==> src/rtl/accm_pkg.sv <==
package accm_pkg;

   localparam int OP_W = 8;

   // opcode map (fixed encoding)
   localparam logic [OP_W-1:0] OPC_LD      = 8'h01;
   localparam logic [OP_W-1:0] OPC_LDNEG   = 8'h02;
   localparam logic [OP_W-1:0] OPC_LDABS   = 8'h03;
   localparam logic [OP_W-1:0] OPC_LDNABS  = 8'h04;
   localparam logic [OP_W-1:0] OPC_ADD     = 8'h05;
   localparam logic [OP_W-1:0] OPC_SUB     = 8'h06;
   localparam logic [OP_W-1:0] OPC_ADDABS  = 8'h07;
   localparam logic [OP_W-1:0] OPC_SUBABS  = 8'h08;
   localparam logic [OP_W-1:0] OPC_LDMQ    = 8'h09;
   localparam logic [OP_W-1:0] OPC_MQ2AC   = 8'h0A;
   localparam logic [OP_W-1:0] OPC_JMPL    = 8'h0D;
   localparam logic [OP_W-1:0] OPC_JMPR    = 8'h0E;
   localparam logic [OP_W-1:0] OPC_JGEL    = 8'h0F;
   localparam logic [OP_W-1:0] OPC_JGER    = 8'h10;
   localparam logic [OP_W-1:0] OPC_PATCHL  = 8'h12;
   localparam logic [OP_W-1:0] OPC_PATCHR  = 8'h13;
   localparam logic [OP_W-1:0] OPC_SHL     = 8'h14;
   localparam logic [OP_W-1:0] OPC_SHR     = 8'h15;
   localparam logic [OP_W-1:0] OPC_STORE   = 8'h21;

   typedef enum logic [3:0] {
      FN_KEEP,
      FN_LD,
      FN_LDNEG,
      FN_LDABS,
      FN_LDNABS,
      FN_ADD,
      FN_ADDABS,
      FN_SUB,
      FN_SUBABS,
      FN_SHL,
      FN_SHR,
      FN_FROM_MQ
   } alu_fn_e;

   typedef struct packed {
      logic    rd;
      logic    wr;
      logic    wr_ac;
      logic    wr_mq;
      logic    is_patch;
      logic    patch_right;
      logic    is_br;
      logic    br_cond;
      logic    br_right;
      alu_fn_e fn;
   } dec_t;

   typedef enum logic [1:0] {
      ST_IDLE,
      ST_RD,
      ST_WR,
      ST_FIN
   } exec_st_e;

endpackage

==> src/rtl/accm_decode.sv <==
module accm_decode
   import accm_pkg::*;
(
   input  logic [OP_W-1:0] op,
   output dec_t            dec
);

   always_comb begin
      dec = '0;
      dec.fn = FN_KEEP;
      unique case (op)
         OPC_LD:     begin dec.rd = 1'b1; dec.wr_ac = 1'b1; dec.fn = FN_LD;     end
         OPC_LDNEG:  begin dec.rd = 1'b1; dec.wr_ac = 1'b1; dec.fn = FN_LDNEG;  end
         OPC_LDABS:  begin dec.rd = 1'b1; dec.wr_ac = 1'b1; dec.fn = FN_LDABS;  end
         OPC_LDNABS: begin dec.rd = 1'b1; dec.wr_ac = 1'b1; dec.fn = FN_LDNABS; end
         OPC_ADD:    begin dec.rd = 1'b1; dec.wr_ac = 1'b1; dec.fn = FN_ADD;    end
         OPC_ADDABS: begin dec.rd = 1'b1; dec.wr_ac = 1'b1; dec.fn = FN_ADDABS; end
         OPC_SUB:    begin dec.rd = 1'b1; dec.wr_ac = 1'b1; dec.fn = FN_SUB;    end
         OPC_SUBABS: begin dec.rd = 1'b1; dec.wr_ac = 1'b1; dec.fn = FN_SUBABS; end
         OPC_LDMQ:   begin dec.rd = 1'b1; dec.wr_mq = 1'b1; end
         OPC_MQ2AC:  begin dec.wr_ac = 1'b1; dec.fn = FN_FROM_MQ; end
         OPC_SHL:    begin dec.wr_ac = 1'b1; dec.fn = FN_SHL; end
         OPC_SHR:    begin dec.wr_ac = 1'b1; dec.fn = FN_SHR; end
         OPC_STORE:  begin dec.wr = 1'b1; end
         OPC_PATCHL: begin dec.rd = 1'b1; dec.wr = 1'b1; dec.is_patch = 1'b1; end
         OPC_PATCHR: begin dec.rd = 1'b1; dec.wr = 1'b1; dec.is_patch = 1'b1;
                           dec.patch_right = 1'b1; end
         OPC_JMPL:   begin dec.is_br = 1'b1; end
         OPC_JMPR:   begin dec.is_br = 1'b1; dec.br_right = 1'b1; end
         OPC_JGEL:   begin dec.is_br = 1'b1; dec.br_cond = 1'b1; end
         OPC_JGER:   begin dec.is_br = 1'b1; dec.br_cond = 1'b1;
                           dec.br_right = 1'b1; end
         default:    dec = '0;
      endcase
   end

endmodule

==> src/rtl/accm_alu.sv <==
module accm_alu
   import accm_pkg::*;
#(
   parameter int W         = 40,
   parameter bit SHR_ARITH = 1'b1
) (
   input  alu_fn_e      fn,
   input  logic [W-1:0] ac,
   input  logic [W-1:0] mq,
   input  logic [W-1:0] m,
   output logic [W-1:0] res
);

   localparam int SGN = W - 1;

   logic [W-1:0] neg_m;
   logic [W-1:0] abs_m;
   logic [W-1:0] shr_v;

   assign neg_m = '0 - m;
   assign abs_m = m[SGN] ? neg_m : m;

   generate
      if (SHR_ARITH) begin : g_shr_arith
         assign shr_v = {ac[SGN], ac[SGN:1]};
      end else begin : g_shr_logic
         assign shr_v = {1'b0, ac[SGN:1]};
      end
   endgenerate

   always_comb begin
      unique case (fn)
         FN_LD:      res = m;
         FN_LDNEG:   res = neg_m;
         FN_LDABS:   res = abs_m;
         FN_LDNABS:  res = '0 - abs_m;
         FN_ADD:     res = ac + m;
         FN_ADDABS:  res = ac + abs_m;
         FN_SUB:     res = ac - m;
         FN_SUBABS:  res = ac - abs_m;
         FN_SHL:     res = {ac[W-2:0], 1'b0};
         FN_SHR:     res = shr_v;
         FN_FROM_MQ: res = mq;
         default:    res = ac;
      endcase
   end

endmodule

==> src/rtl/accm_patch.sv <==
module accm_patch #(
   parameter int W  = 40,
   parameter int FW = 12
) (
   input  logic [W-1:0]  word,
   input  logic [FW-1:0] field,
   input  logic          sel_right,
   output logic [W-1:0]  merged
);

   localparam int HALF = W / 2;
   localparam int LPOS = HALF;

   generate
      if (FW > HALF) begin : g_bad_field
         $error("accm_patch: field wider than half word");
      end
   endgenerate

   logic [W-1:0] left_v;
   logic [W-1:0] right_v;

   always_comb begin
      left_v              = word;
      left_v[LPOS +: FW]  = field;
      right_v             = word;
      right_v[0 +: FW]    = field;
   end

   assign merged = sel_right ? right_v : left_v;

endmodule

==> src/rtl/accm_exec.sv <==
module accm_exec
   import accm_pkg::*;
#(
   parameter int WORD_W    = 40,
   parameter int ADDR_W    = 12,
   parameter bit SHR_ARITH = 1'b1
) (
   input  logic              clk,
   input  logic              rst_n,
   input  logic              issue_valid,
   input  logic [OP_W-1:0]   issue_op,
   input  logic [ADDR_W-1:0] issue_addr,
   output logic              issue_ready,
   output logic              mem_req,
   output logic              mem_we,
   output logic [ADDR_W-1:0] mem_addr,
   output logic [WORD_W-1:0] mem_wdata,
   input  logic              mem_ack,
   input  logic [WORD_W-1:0] mem_rdata,
   output logic              busy,
   output logic              done,
   output logic              jump_valid,
   output logic              jump_taken,
   output logic              jump_right,
   output logic [ADDR_W-1:0] jump_addr,
   output logic [WORD_W-1:0] ac_out,
   output logic [WORD_W-1:0] mq_out
);

   localparam int SGN = WORD_W - 1;

   generate
      if (ADDR_W * 2 > WORD_W) begin : g_bad_width
         $error("accm_exec: address field does not fit in a half word");
      end
   endgenerate

   exec_st_e          st_q;
   dec_t              dec_w;
   dec_t              dec_q;
   logic [ADDR_W-1:0] addr_q;
   logic [WORD_W-1:0] opnd_q;
   logic [WORD_W-1:0] wbuf_q;
   logic [WORD_W-1:0] ac_q;
   logic [WORD_W-1:0] mq_q;
   logic [WORD_W-1:0] alu_res;
   logic [WORD_W-1:0] patched;
   logic              done_q;
   logic              jv_q;
   logic              jt_q;
   logic              jr_q;
   logic [ADDR_W-1:0] ja_q;

   accm_decode u_dec (
      .op  (issue_op),
      .dec (dec_w)
   );

   accm_alu #(
      .W         (WORD_W),
      .SHR_ARITH (SHR_ARITH)
   ) u_alu (
      .fn  (dec_q.fn),
      .ac  (ac_q),
      .mq  (mq_q),
      .m   (opnd_q),
      .res (alu_res)
   );

   accm_patch #(
      .W  (WORD_W),
      .FW (ADDR_W)
   ) u_patch (
      .word      (mem_rdata),
      .field     (ac_q[ADDR_W-1:0]),
      .sel_right (dec_q.patch_right),
      .merged    (patched)
   );

   always_ff @(posedge clk or negedge rst_n) begin
      if (!rst_n) begin
         st_q   <= ST_IDLE;
         dec_q  <= '0;
         addr_q <= '0;
         opnd_q <= '0;
         wbuf_q <= '0;
         ac_q   <= '0;
         mq_q   <= '0;
         done_q <= 1'b0;
         jv_q   <= 1'b0;
         jt_q   <= 1'b0;
         jr_q   <= 1'b0;
         ja_q   <= '0;
      end else begin
         done_q <= 1'b0;
         jv_q   <= 1'b0;
         unique case (st_q)
            ST_IDLE: begin
               if (issue_valid) begin
                  dec_q  <= dec_w;
                  addr_q <= issue_addr;
                  if (dec_w.rd) begin
                     st_q <= ST_RD;
                  end else if (dec_w.wr) begin
                     wbuf_q <= ac_q;
                     st_q   <= ST_WR;
                  end else begin
                     st_q <= ST_FIN;
                  end
               end
            end
            ST_RD: begin
               if (mem_ack) begin
                  opnd_q <= mem_rdata;
                  if (dec_q.is_patch) begin
                     wbuf_q <= patched;
                     st_q   <= ST_WR;
                  end else begin
                     st_q <= ST_FIN;
                  end
               end
            end
            ST_WR: begin
               if (mem_ack) begin
                  st_q <= ST_FIN;
               end
            end
            ST_FIN: begin
               if (dec_q.wr_ac) begin
                  ac_q <= alu_res;
               end
               if (dec_q.wr_mq) begin
                  mq_q <= opnd_q;
               end
               done_q <= 1'b1;
               jv_q   <= dec_q.is_br;
               jt_q   <= dec_q.is_br & (~dec_q.br_cond | ~ac_q[SGN]);
               jr_q   <= dec_q.br_right;
               ja_q   <= addr_q;
               st_q   <= ST_IDLE;
            end
            default: st_q <= ST_IDLE;
         endcase
      end
   end

   assign issue_ready = (st_q == ST_IDLE);
   assign busy        = (st_q != ST_IDLE);
   assign mem_req     = (st_q == ST_RD) | (st_q == ST_WR);
   assign mem_we      = (st_q == ST_WR);
   assign mem_addr    = addr_q;
   assign mem_wdata   = wbuf_q;
   assign done        = done_q;
   assign jump_valid  = jv_q;
   assign jump_taken  = jt_q;
   assign jump_right  = jr_q;
   assign jump_addr   = ja_q;
   assign ac_out      = ac_q;
   assign mq_out      = mq_q;

endmodule

==> config.mk <==
export PLATFORM = sky130hd
export DESIGN_NAME = accm_exec
export DESIGN_NICKNAME = d
export VERILOG_FILES = /design/src/rtl/accm_pkg.sv /design/src/rtl/accm_decode.sv /design/src/rtl/accm_alu.sv /design/src/rtl/accm_patch.sv /design/src/rtl/accm_exec.sv
export SDC_FILE = /design/constraint.sdc
export NUM_CORES = 1
export LEC_CHECK = 0
export BUFFER_PORTS_ARGS = -buffer_cell sky130_fd_sc_hd__buf_2
export CAP_MARGIN = 20
export CELL_PAD_IN_SITES_DETAIL_PLACEMENT = 1
export CELL_PAD_IN_SITES_GLOBAL_PLACEMENT = 2
export CORE_MARGIN = 4
export CORE_UTILIZATION = 35
export DETAILED_ROUTE_END_ITERATION = 8
export PLACE_DENSITY = 0.86
export SYNTH_ARGS = -nofsm -noshare
export SYNTH_HDL_FRONTEND = slang
export SYNTH_SLANG_ARGS = --single-unit
==> constraint.sdc <==
create_clock -name clk -period 7.1 [get_ports clk]
set_input_delay 0.71 -clock clk [delete_from_list [all_inputs] [get_ports clk]]
set_output_delay 0.71 -clock clk [all_outputs]
set_load 0.1 [all_outputs]
==> metrics.yaml, run 1 <==
synthesis:
  synth.lib_cells_used.distinct: 81
  synthTopCellsByArea: "dfrtp_1 (31%), mux2_2 (7.6%), o21ai_0 (6.6%), nand2_1 (5.2%), a21oi_1 (4.3%)"
  ys_seq_area_share_pct: 30.8
  synthCells: 2001
  syn_area_um2: 16300
  async_flop_share_pct: 100
  yosysWarnings: 0
  synth_top_cell_area_share_pct: 30.8
  syn_area_per_cell_um2: 8.17
  ys.flop_type: "dfrtp_1"
  ys_ff_latch: 201
  synth_edf_count: 0
  synth_nets: 2112
  synth_top_cell_by_area: "dfrtp_1"
grt:
  grt_pass1_vias: 18100
  grtUsageTotal_pct: 29.6
  gr-usage-met2_pct: 48.4
  met3_usage_pct: 4.30
  grt_pass1_wl_um: 116000
  grt-ovfl-total: 0
  top_usage_layer: "met2"
  antenna_found_initial: 2
  grt_util_met1_pct: 39.4
  grt_max_degree: 81
worst_setup_path:
  cp_num_buf_inv: 2
  path_delay_family: "compound AO/OA/AOI/OAI gates"
  path_cells: "inv_1 > ha_1 > nor3b_1 > buf_4 > nand2_1 > o41ai_1 > xnor2_1 > or4_1 > o21bai_1 > or3_1 > xor2_1 > o22ai_1 > xnor2_1 > ha_1 > a21o_1 > a21o_1 > a21oi_1 > o21ai_0 > a21oi_2 > xnor2_1 > a2111oi_0 > o21ai_0"
  cp-end-kind: "register"
  path_max_fanout: 10
  crit_top_cell: "xnor2_1"
  cp-start-kind: "register"
  cp.required_ns: 7.53
  r2r_start: "opnd_q[1]$_DFFE_PN0P_"
  slowest_stage: "or4_1"
  cp_data_arrival_time_ns: 7.19
  cp-startpoint: "opnd_q[1]$_DFFE_PN0P_"
  slowest_delay_ns: 0.67
  critPathKind: "reg2reg"
  rrSetupSlack_ns: 0.34
cells_and_area:
  layout_commonest_cell: "nand2_1"
  fin_cells: 2772
  nNetsFinal: 2263
  n_antenna_cell: 0
  final_util_pct: 41.7
  areaGrowthSynthToFinish_pct: 16.8
  mostFrequentLayoutCells: "nand2_1 (226), o21ai_0 (216), buf_2 (215)"
  drive_gt1_share_pct: 22.4
  final_cell_area_um2: 19100
run:
  maxCapViolCount: 0
floorplan:
  die_h_um: 224
  fp.dieW_um: 224
  num_io_pins: 216
  core_um2: 45800
  start_util_pct: 35.7
  rows: 78
  die-area_um2: 50200
place:
  dp.cells: 2723
  placed_cell_area_um2: 18200
  gp_congestion: 0.954
  dpl.hpwl_um: 55700
  dp_slack_ns: 0.367
  portBuffers: 215
route:
  wire_per_inst_um: 27.7
  post-route-drc-count: 0
  drt-initial-drc-count: 1418
  ant_nets: 0
  wl_um: 76900
  via_per_inst: 6.27
  firstDrtPassIters: 5
  vias: 17400
clock_tree:
  root_buffer: "clkbuf_16"
  clkSlewWorstSetupHoldPaths_ns: 0.08
  htree_levels: 1
  cts_tree: "built"
  cts_made_buffers: 26
  cts.sinks: 201
  clock_latency_ns: 0.59
  hold_buffers: 0
  postCtsSetupBuffers: 0
  cts_buffer_depth: 3
sta:
  hold_ws_ns: 0.118
  fin_tns_setup_ns: 0
  relSlewSlack_pct: 19.8
  period_minus_slack_ns: 6.76
  report.final.setup_viol: 0
  timing.fmax_mhz: 148
  final.setup_skew_ns: 0.0177
  drv_slew: 0
  fin_crit_sh_pct: 95.3
  setup_slack_ns: 0.337
  hold_viol_final: 0
  tightest_slew_ns: 1.20
  rsz0062_at_grt: "no"
pwr:
  ir_worst_vdd_mv: 0.347
  finalPower_mw: 10.2
  power_switching_mw: 6.08
  power_frac_clock_pct: 13.5
  p_per_area_nw_per_um2: 533
  switching_share_pct: 59.8
  internal-power_mw: 4.09
  power_frac_comb_pct: 64.0
  seq_power_share_pct: 22.5
  leakage_nw: 8.15
run_status:
  status: "completed"
min_path:
  hold_class: "in2async"
==> timing repair <==
item	CTS	global route
gates resized for setup	0	2
endpoints found under the hold margin	0	0
setup endpoints to repair	0	4
==> final timing paths <==
kind                                             end  depth (start not counted)
max in group asynchronous     mq_out[27]$_DFFE_PN0P_                          2
min                         jump_addr[4]$_DFFE_PN0P_                          1
min reg2reg                mem_wdata[11]$_DFFE_PN0P_                          2
min in group clk             mem_addr[2]$_DFFE_PN0P_                          2
max reg2reg                   ac_out[35]$_DFFE_PN0P_                         22
max                           ac_out[35]$_DFFE_PN0P_                         22
==> worst register-to-register path: cells and delay by family (launching register included) <==
kind                       cells  cell delay, ns
buffers and inverters          2            0.40
adders and majority gates      2            0.69
DFF                            1            0.51
AOI/OAI and AO/OA             10            2.71
and+or+nand+nor                4            1.66
xor gates and xnor gates       4            0.63
==> registers in the layout (all words and copies together), names as in the netlist <==
name        cells
ac_out         40
mq_out         40
jump_valid      1
dec_q          11
jump_right      1
jump_addr      12
mem_wdata      40
st_q            2
done            1
opnd_q         40
jump_taken      1
mem_addr       12
==> cells by family after synthesis <==
family,Yosys count,share of synthesized area (%)
adders and majority gates,47,3.64
buffers and inverters,195,4.69
xor gates and xnor gates,134,7.18
and+or+nand+nor,610,18.2
muxes,157,10.5
AOI/OAI and AO/OA,657,25.0
DFF,201,30.8
==> synthesized netlist by cell type, types with 4 or more instances <==
cell type,instances
nand4_1,15
nor2b_1,9
o31ai_1,20
a211o_1,5
o21bai_1,8
buf_1,7
nand2b_1,21
inv_1,28
or2_2,7
or4_1,8
xor2_1,53
a31oi_1,22
buf_2,13
o22ai_1,30
o221ai_1,21
nor2_1,127
a211oi_1,7
and4_1,5
nand2_1,228
o21ai_0,216
or3_1,23
a21oi_1,142
o211ai_1,32
a221o_1,7
mux2_2,110
nor3b_1,8
a21o_1,23
a221oi_1,16
nor3_1,56
nand3_1,45
nand3b_1,8
a22oi_1,54
dfrtp_1,201
and2_1,4
nor4_1,11
o21ai_1,6
and3_1,10
mux2i_1,47
ha_1,46
xnor2_1,81
o31a_1,4
o21a_1,8
clkbuf_1,143
==> power groups by stage <==
| stage | Sequential, mW | Combinational, mW | Clock, mW |
|---|---|---|---|
| 2_1_floorplan | 3.69 | 3.29 | 0 |
| 3_3_place_gp | 2.26 | 6.30 | 0 |
| 3_5_place_dp | 2.28 | 6.43 | 0 |
| 4_1_cts | 2.26 | 6.46 | 1.39 |
| 5_1_grt | 2.33 | 6.91 | 1.44 |
| 6_report | 2.29 | 6.51 | 1.37 |
==> per-layer routing <==
| layer | share of wire, % | wire [µm] |
|---|---|---|
| met3 | 7.6 | 5830 |
| met5 | 0.033 | 25 |
| met4 | 4.5 | 3450 |
| met2 | 46 | 35600 |
| met1 | 42 | 32000 |
==> area by class of cell <==
cell class	instances	area [µm²]
repair buffers	289	1700
inverters	29	109
well taps	600	751
fillers	5508	26700
clock buffers	36	748
flip-flops and latches	201	5030
clock inverters	12	128
multi-input cells	1605	10600
(Power assumes the default switching activity.)
==> run 2: changes to the inputs <==
--- a/config.mk
+++ b/config.mk
@@ -7,5 +7,4 @@
 export LEC_CHECK = 0
 export BUFFER_PORTS_ARGS = -buffer_cell sky130_fd_sc_hd__buf_2
-export CAP_MARGIN = 20
 export CELL_PAD_IN_SITES_DETAIL_PLACEMENT = 1
 export CELL_PAD_IN_SITES_GLOBAL_PLACEMENT = 2
==> constraint.sdc (replaced) <==
create_clock -name clk -period 7.1 [get_ports clk]
set_input_delay 0.355 -clock clk [delete_from_list [all_inputs] [get_ports clk]]
set_output_delay 0.355 -clock clk [all_outputs]
set_load 0.1 [all_outputs]
==> run 2 against run 1 <==
  * Sequential share of layout area grew 0.14 points
  * Critical path depth unchanged
  * Utilization shrank 0.23 points
  * Global-route usage grew 0.33 points
  * Sequential cell count unchanged
  * Sequential power is essentially flat
  * First-iteration DRC count rose by 6.6%
  * Register-to-register slack improved by 0.03 ns
  * Clock skew is 0.0075 ns higher
  * Critical endpoint unchanged
  * Highest routed layer is now met4
==> metrics.yaml, run 2 (synthesis results as in run 1) <==
floorplan:
  num_io_pins: 216  # unchanged
  fp.dieW_um: 224  # unchanged
  die_h_um: 224  # unchanged
  core_um2: 45800  # unchanged
  die-area_um2: 50200  # unchanged
  start_util_pct: 35.7  # unchanged
  rows: 78  # unchanged
sta:
  drv_slew: 0  # unchanged
  report.final.setup_viol: 0  # unchanged
  timing.fmax_mhz: 149  # +0.46%
  tightest_slew_ns: 1.35  # +0.148 ns
  hold_viol_final: 0  # unchanged
  rsz0062_at_grt: "no"
  fin_crit_sh_pct: 94.8  # -0.44 points
  relSlewSlack_pct: 9.83  # -10 points
  setup_slack_ns: 0.368  # +0.0312 ns
  final.setup_skew_ns: 0.0251  # +0.00746 ns
  period_minus_slack_ns: 6.73  # -0.0312 ns
  hold_ws_ns: 0.0185  # -0.0996 ns
  fin_tns_setup_ns: 0  # unchanged
route:
  wl_um: 77200  # +0.39%
  drt-initial-drc-count: 1512  # +6.6%
  firstDrtPassIters: 5  # unchanged
  ant_nets: 0  # unchanged
  wire_per_inst_um: 27.9  # +0.50%
  vias: 17400  # +0.035%
  post-route-drc-count: 0  # unchanged
  via_per_inst: 6.28  # +0.14%
cells_and_area:
  nNetsFinal: 2261  # -0.088%
  areaGrowthSynthToFinish_pct: 16.2
  fill_cells: 5498  # -0.18%
  drive_gt1_share_pct: 21.8  # -0.60 points
  layout_commonest_cell: "nand2_1"
  mostFrequentLayoutCells: "nand2_1 (226), o21ai_0 (216), buf_2 (214)"
pwr:
  finalPower_mw: 10.1  # -0.47%
  ir_worst_vdd_mv: 0.330  # -4.9%
  p_per_area_nw_per_um2: 533  # about the same
  leakage_nw: 8.09  # -0.74%
clock_tree:
  cts_buffer_depth: 3  # unchanged
  cts.sinks: 201  # unchanged
  postCtsSetupBuffers: 0  # unchanged
  clkSlewWorstSetupHoldPaths_ns: 0.06  # -0.02 ns
  htree_levels: 1  # unchanged
  root_buffer: "clkbuf_16"
  cts_made_buffers: 26  # unchanged
  clock_latency_ns: 0.59  # about the same
  cts_tree: "built"
worst_setup_path:
  path_cells: "inv_1 > ha_1 > nor3b_1 > buf_4 > nand2_1 > o41ai_1 > xnor2_1 > or4_1 > o21bai_1 > or3_1 > xor2_1 > o22ai_1 > xnor2_1 > ha_1 > a21o_1 > a21o_1 > a21oi_1 > o21ai_0 > a21oi_2 > xnor2_1 > a2111oi_0 > o21ai_0"
  cp_data_arrival_time_ns: 7.16  # -0.03 ns
  cp-end-kind: "register"
  crit_top_cell: "xnor2_1"
  cp-start-kind: "register"
  slowest_stage: "or4_1"
  slowest_delay_ns: 0.68  # about the same
  cp.required_ns: 7.53  # about the same
  path_max_fanout: 10  # unchanged
  critPathKind: "reg2reg"
place:
  dpl.hpwl_um: 55600  # -0.24%
  dp_slack_ns: 0.408  # +0.0412 ns
  gp_congestion: 0.954  # unchanged
  portBuffers: 215  # unchanged
grt:
  grt_max_degree: 81  # unchanged
  antenna_found_initial: 2  # unchanged
  grt_pass1_wl_um: 117000  # +0.78%
  grt-ovfl-total: 0  # unchanged
  grt_pass1_vias: 18300  # +1.1%
  grtUsageTotal_pct: 29.9  # +0.33 points
min_path:
  hold_class: "in2reg"
run_status:
  status: "completed"
run:
  maxCapViolCount: 0  # unchanged
[run 2: cell count changes in the layout (fill, tap and decap cells not counted), moves of 2 or more]
cell	change
inv_6	-2
clkinv_2	-2
buf_6	-2
clkinvlp_4	-2
buf_16	-2
dlygate4sd3_1	+5
buf_8	-2
clkbuf_1	+5
clkbuf_8	-2
[run 2: final cells by class]
cell class	instances	area (µm²)	area share, %
multi-input combinational	1605	10600	55.9
sequential	201	5030	26.5
timing repair buffer	287	1640	8.63
tap	600	751	3.95
clock buffer	39	739	3.89
inverter	29	109	0.573
clock inverter	7	93.8	0.494
antenna	1	2.50	0.0132
[run 2: what timing repair did]
| action | in CTS | in global routing |
|---|---|---|
| hold endpoints to repair | 78 | 0 |
| endpoints found under the setup margin | 0 | 3 |
| hold buffers | 5 | 0 |
| gates resized for setup | 0 | 2 |
[run 2: path summary, 6_finish.rpt]
check / start / end / slack, ns / depth (start not counted)
max: opnd_q[1]$_DFFE_PN0P_ / ac_out[35]$_DFFE_PN0P_ / 0.37 / 22
min: issue_addr[8] / mem_addr[8]$_DFFE_PN0P_ / 0.02 / 2
max reg2reg: opnd_q[1]$_DFFE_PN0P_ / ac_out[35]$_DFFE_PN0P_ / 0.37 / 22
min reg2reg: mem_wdata[9]$_DFFE_PN0P_ / mem_wdata[9]$_DFFE_PN0P_ / 0.47 / 2
max in group asynchronous: rst_n / mq_out[27]$_DFFE_PN0P_ / 5.36 / 3
min in group asynchronous: rst_n / ac_out[0]$_DFFE_PN0P_ / 0.39 / 2
[run 2: power breakdown]
| group | switching [mW] | internal (mW) |
|---|---|---|
| Combinational | 4.74 | 1.76 |
| Clock | 0.568 | 0.757 |
| Sequential | 0.759 | 1.53 |
| Total | 6.07 | 4.05 |
[run 2: stage by stage]
step	area [µm²]	cells	utilization, %
after detailed placement	18100	2717	39.5
final	19000	2769	41.5
after CTS	19000	2768	41.5
after global placement	18100	2717	39.5
after floorplan	16300	2001	-
after global routing	19000	2768	41.5
[run 2: metal layers]
metal / track usage (%) / routed length [µm] / vias to the layer above / share of wire, %
met2: 48.5 / 35300 / 758 / 46
li1: - / - / 7644 / -
met3: 5.50 / 5860 / 190 / 7.6
met4: 12.1 / 3430 / 0 / 4.4
met1: 39.6 / 32600 / 8790 / 42
met5: 0 / 0 / - / 0
[run 2: worst max-delay path: cells and delay by family (launching register included)]
family	cells	cell delay (ns)
flip-flops	1	0.51
adder cells (fa/ha/maj)	2	0.70
XOR/XNOR	4	0.65
buffers and inverters	2	0.40
AO/OA/AOI/OAI	10	2.65
AND/OR/NAND/NOR	4	1.65
==> run 3: changes to the inputs <==
- ABC_AREA: not set -> 1
- CORE_UTILIZATION: 35 -> 33
- CTS_CLUSTER_DIAMETER: not set -> 150
- PLACE_DENSITY: 0.86 -> 0.87
==> run 3 against run 2 <==
  * Register-to-register slack is essentially flat
  * Count of clock-buffer cells in the layout is 4 lower
  * Sequential share of layout area is 0.38 points lower
==> metrics.yaml, run 3 <==
cells_and_area:
  mostFrequentLayoutCells: "nand2_1 (610), nor2_1 (299), inv_1 (224)"
  final_cell_area_um2: 19300  # +1.5%
  fill_cells: 6388  # +16%
  nNetsFinal: 2743  # +21%
  multiInputGateArea_um2: 10100  # -5.0%
  fin_cells: 3314  # +20%
  seqCellArea_um2: 5030  # unchanged
  areaGrowthSynthToFinish_pct: 17.3
  layout_commonest_cell: "nand2_1"
  n_antenna_cell: 0  # -1
  drive_gt1_share_pct: 17.2  # -4.6 points
sta:
  drv_slew: 0  # unchanged
  hold_viol_final: 0  # unchanged
  final.setup_skew_ns: 0.0318  # +0.00671 ns
  timing.fmax_mhz: 149  # +0.13%
  period_minus_slack_ns: 6.72  # -0.00877 ns
  fin_crit_sh_pct: 94.7  # -0.12 points
  relSlewSlack_pct: 11.3  # +1.5 points
  rsz0062_at_grt: "no"
  report.final.setup_viol: 0  # unchanged
  tightest_slew_ns: 1.32  # -0.0351 ns
  fin_tns_setup_ns: 0  # unchanged
synthesis:
  yosysMostFrequentCell: "nand2_1"
  synthCells: 2439  # +22%
  ys_ff_latch: 201  # unchanged
  synth_top_cell_area_share_pct: 30.6  # -0.14 points
  synth_top_cell_by_area: "dfrtp_1"
  synth_nets: 2550  # +21%
  ys_seq_area_share_pct: 30.6  # -0.14 points
  syn_area_per_cell_um2: 6.73  # -18%
  ys.flop_type: "dfrtp_1"
  synth.lib_cells_used.distinct: 65  # -20%
  synth_edf_count: 0  # unchanged
  syn_area_um2: 16400  # +0.45%
  yosysWarnings: 0  # unchanged
  async_flop_share_pct: 100  # unchanged
  synth_top_cells_by_count: "nand2_1 (613), nor2_1 (304), inv_1 (225)"
  synthTopCellsByArea: "dfrtp_1 (31%), nand2_1 (14%), nor2_1 (7.0%), inv_1 (5.1%), o21ai_0 (4.9%)"
route:
  via_per_inst: 5.84  # -7.0%
  ant_nets: 0  # unchanged
  vias: 19300  # +11%
  drt-initial-drc-count: 2075  # +37%
  wire_per_inst_um: 27.1  # -2.7%
  firstDrtPassIters: 7  # +2
  post-route-drc-count: 0  # unchanged
  wl_um: 89900  # +16%
place:
  gp_congestion: 1.00  # +5.3%
  dp.cells: 3256  # +20%
  placed_cell_area_um2: 18300  # +0.90%
  portBuffers: 215  # unchanged
  dpl.hpwl_um: 69000  # +24%
grt:
  grt_util_met1_pct: 45.5  # +6.0 points
  top_usage_layer: "met2"
  grtUsageTotal_pct: 32.7  # +2.7 points
  grt-ovfl-total: 0  # unchanged
  grt_max_degree: 106  # +31%
  grt_pass1_wl_um: 132000  # +13%
  met3_usage_pct: 6.91  # +1.4 points
  antenna_found_initial: 1  # -1
  grt_pass1_vias: 19800  # +8.2%
  gr-usage-met2_pct: 51.0  # +2.4 points
worst_setup_path:
  cp.required_ns: 7.63  # +0.10 ns
  path_cells: "nor2_1 > inv_1 > nor2_1 > a21oi_1 > buf_4 > inv_2 > buf_4 > o22ai_1 > a221oi_1 > ha_1 > nand2_1 > o21ai_0 > a21oi_1 > o21ai_0 > a21boi_0 > o21ai_0 > nand4_1 > nand2_1 > nor2_1 > nor2_1 > nor2_1 > nand2_1 > o211ai_1 > nand2_1"
  slowest_stage: "nor2_1"
  critPathKind: "reg2reg"
  r2r_cells: 24  # +9.1%
  cp-start-kind: "register"
  slowest_delay_ns: 0.72  # +0.04 ns
  cp-end-kind: "register"
  rrSetupSlack_ns: 0.38  # about the same
  r2r_start: "dec_q[1]$_DFFE_PN0P_"
  crit_top_cell: "nor2_1"
  timing.rr.end: "ac_out[32]$_DFFE_PN0P_"
  cp_data_arrival_time_ns: 7.25  # +0.09 ns
  path_max_fanout: 17  # +7
run:
  maxCapViolCount: 0  # unchanged
floorplan:
  start_util_pct: 33.5  # -2.2 points
  num_io_pins: 216  # unchanged
  die-area_um2: 53400  # +6.3%
  core_um2: 49100  # +7.2%
  rows: 81  # +3.8%
  fp.dieW_um: 231  # +3.1%
  die_h_um: 231  # +3.1%
run_status:
  status: "completed"
pwr:
  p_per_area_nw_per_um2: 606  # +14%
  ir_worst_vdd_mv: 0.741  # +120%
  leakage_nw: 8.94  # +11%
clock_tree:
  cts_tree: "built"
  clkSlewWorstSetupHoldPaths_ns: 0.07  # about the same
  cts_buffer_depth: 3  # unchanged
  root_buffer: "clkbuf_16"
  htree_levels: 1  # unchanged
  cts.sinks: 201  # unchanged
  cts_made_buffers: 26  # unchanged
  clock_latency_ns: 0.59  # about the same
min_path:
  hold_end: "mem_addr[3]$_DFFE_PN0P_"
  hold_start: "issue_addr[3]"
  hold_class: "in2reg"
  holdPathStages: 3  # +1
run 3: cell families after synthesis:
kind of cell    share of synthesized area, %
compound gates                          21.5
xor+xnor                                2.29
flops                                   30.6
mux                                     1.99
buf+inv                                 8.19
fa+ha+maj                               3.63
simple gates                            31.7
run 3: timing repair:
item	4_1_cts	5_1_grt
gates resized for setup	0	1
hold buffers	12	0
setup endpoints to repair	0	1
buffers inserted	0	0
hold endpoints to repair	114	0
run 3: power by group:
group	leakage, nW	switching (mW)	internal, mW
Sequential	2.54	0.666	1.59
Clock	0.434	0.576	0.831
Combinational	5.97	6.27	1.74
run 3: stage by stage:
stage | utilization [%] | setup slack (ns) | hold slack, ns | power, mW
floorplan | - | 2.70 | 0.0594 | 7.74
global placement | 37.2 | 0.657 | 0.458 | 9.97
detailed placement | 37.2 | 0.625 | 0.460 | 10.1
CTS | 39.3 | 0.565 | 0.0107 | 11.5
global route | 39.3 | 0.0880 | 0.0395 | 12.3
finish | 39.3 | 0.377 | 0.0216 | 11.7
run 3: worst max path at each step:
stage,start,endpoint,slack (ns)
after CTS,dec_q[1]$_DFFE_PN0P_,ac_out[32]$_DFFE_PN0P_,0.56
after global placement,dec_q[1]$_DFFE_PN0P_,ac_out[32]$_DFFE_PN0P_,0.66
after global routing,dec_q[0]$_DFFE_PN0P_,ac_out[32]$_DFFE_PN0P_,0.09
after detailed placement,dec_q[0]$_DFFE_PN0P_,ac_out[32]$_DFFE_PN0P_,0.63
after floorplan,opnd_q[0]$_DFFE_PN0P_,ac_out[39]$_DFFE_PN0P_,2.70
final,dec_q[1]$_DFFE_PN0P_,ac_out[32]$_DFFE_PN0P_,0.38
run 3: worst max-delay path: cells and delay by family, from the launching register on:
kind | cells | cell delay (ns)
buffers and inverters | 4 | 0.86
AO/OA/AOI/OAI | 9 | 3.10
AND/OR/NAND/NOR | 10 | 1.95
flip-flops | 1 | 0.46
adder cells (fa/ha/maj) | 1 | 0.28
run 3: layout make-up:
class                   count  share of cell area, %
repair buffers            267                   7.82
clock buffers              35                   3.81
well taps                 664                   4.31
flip-flops and latches    201                   26.1
clock inverters            11                  0.767
inverters                 246                   4.81
multi-input cells        1890                   52.4
run 3: per-layer routing:
metal	share of wire, %	vias up
li1	-	8661
met1	44	9684
met2	44	845
met3	8.8	155
met4	3.4	2
met5	0.0089	-
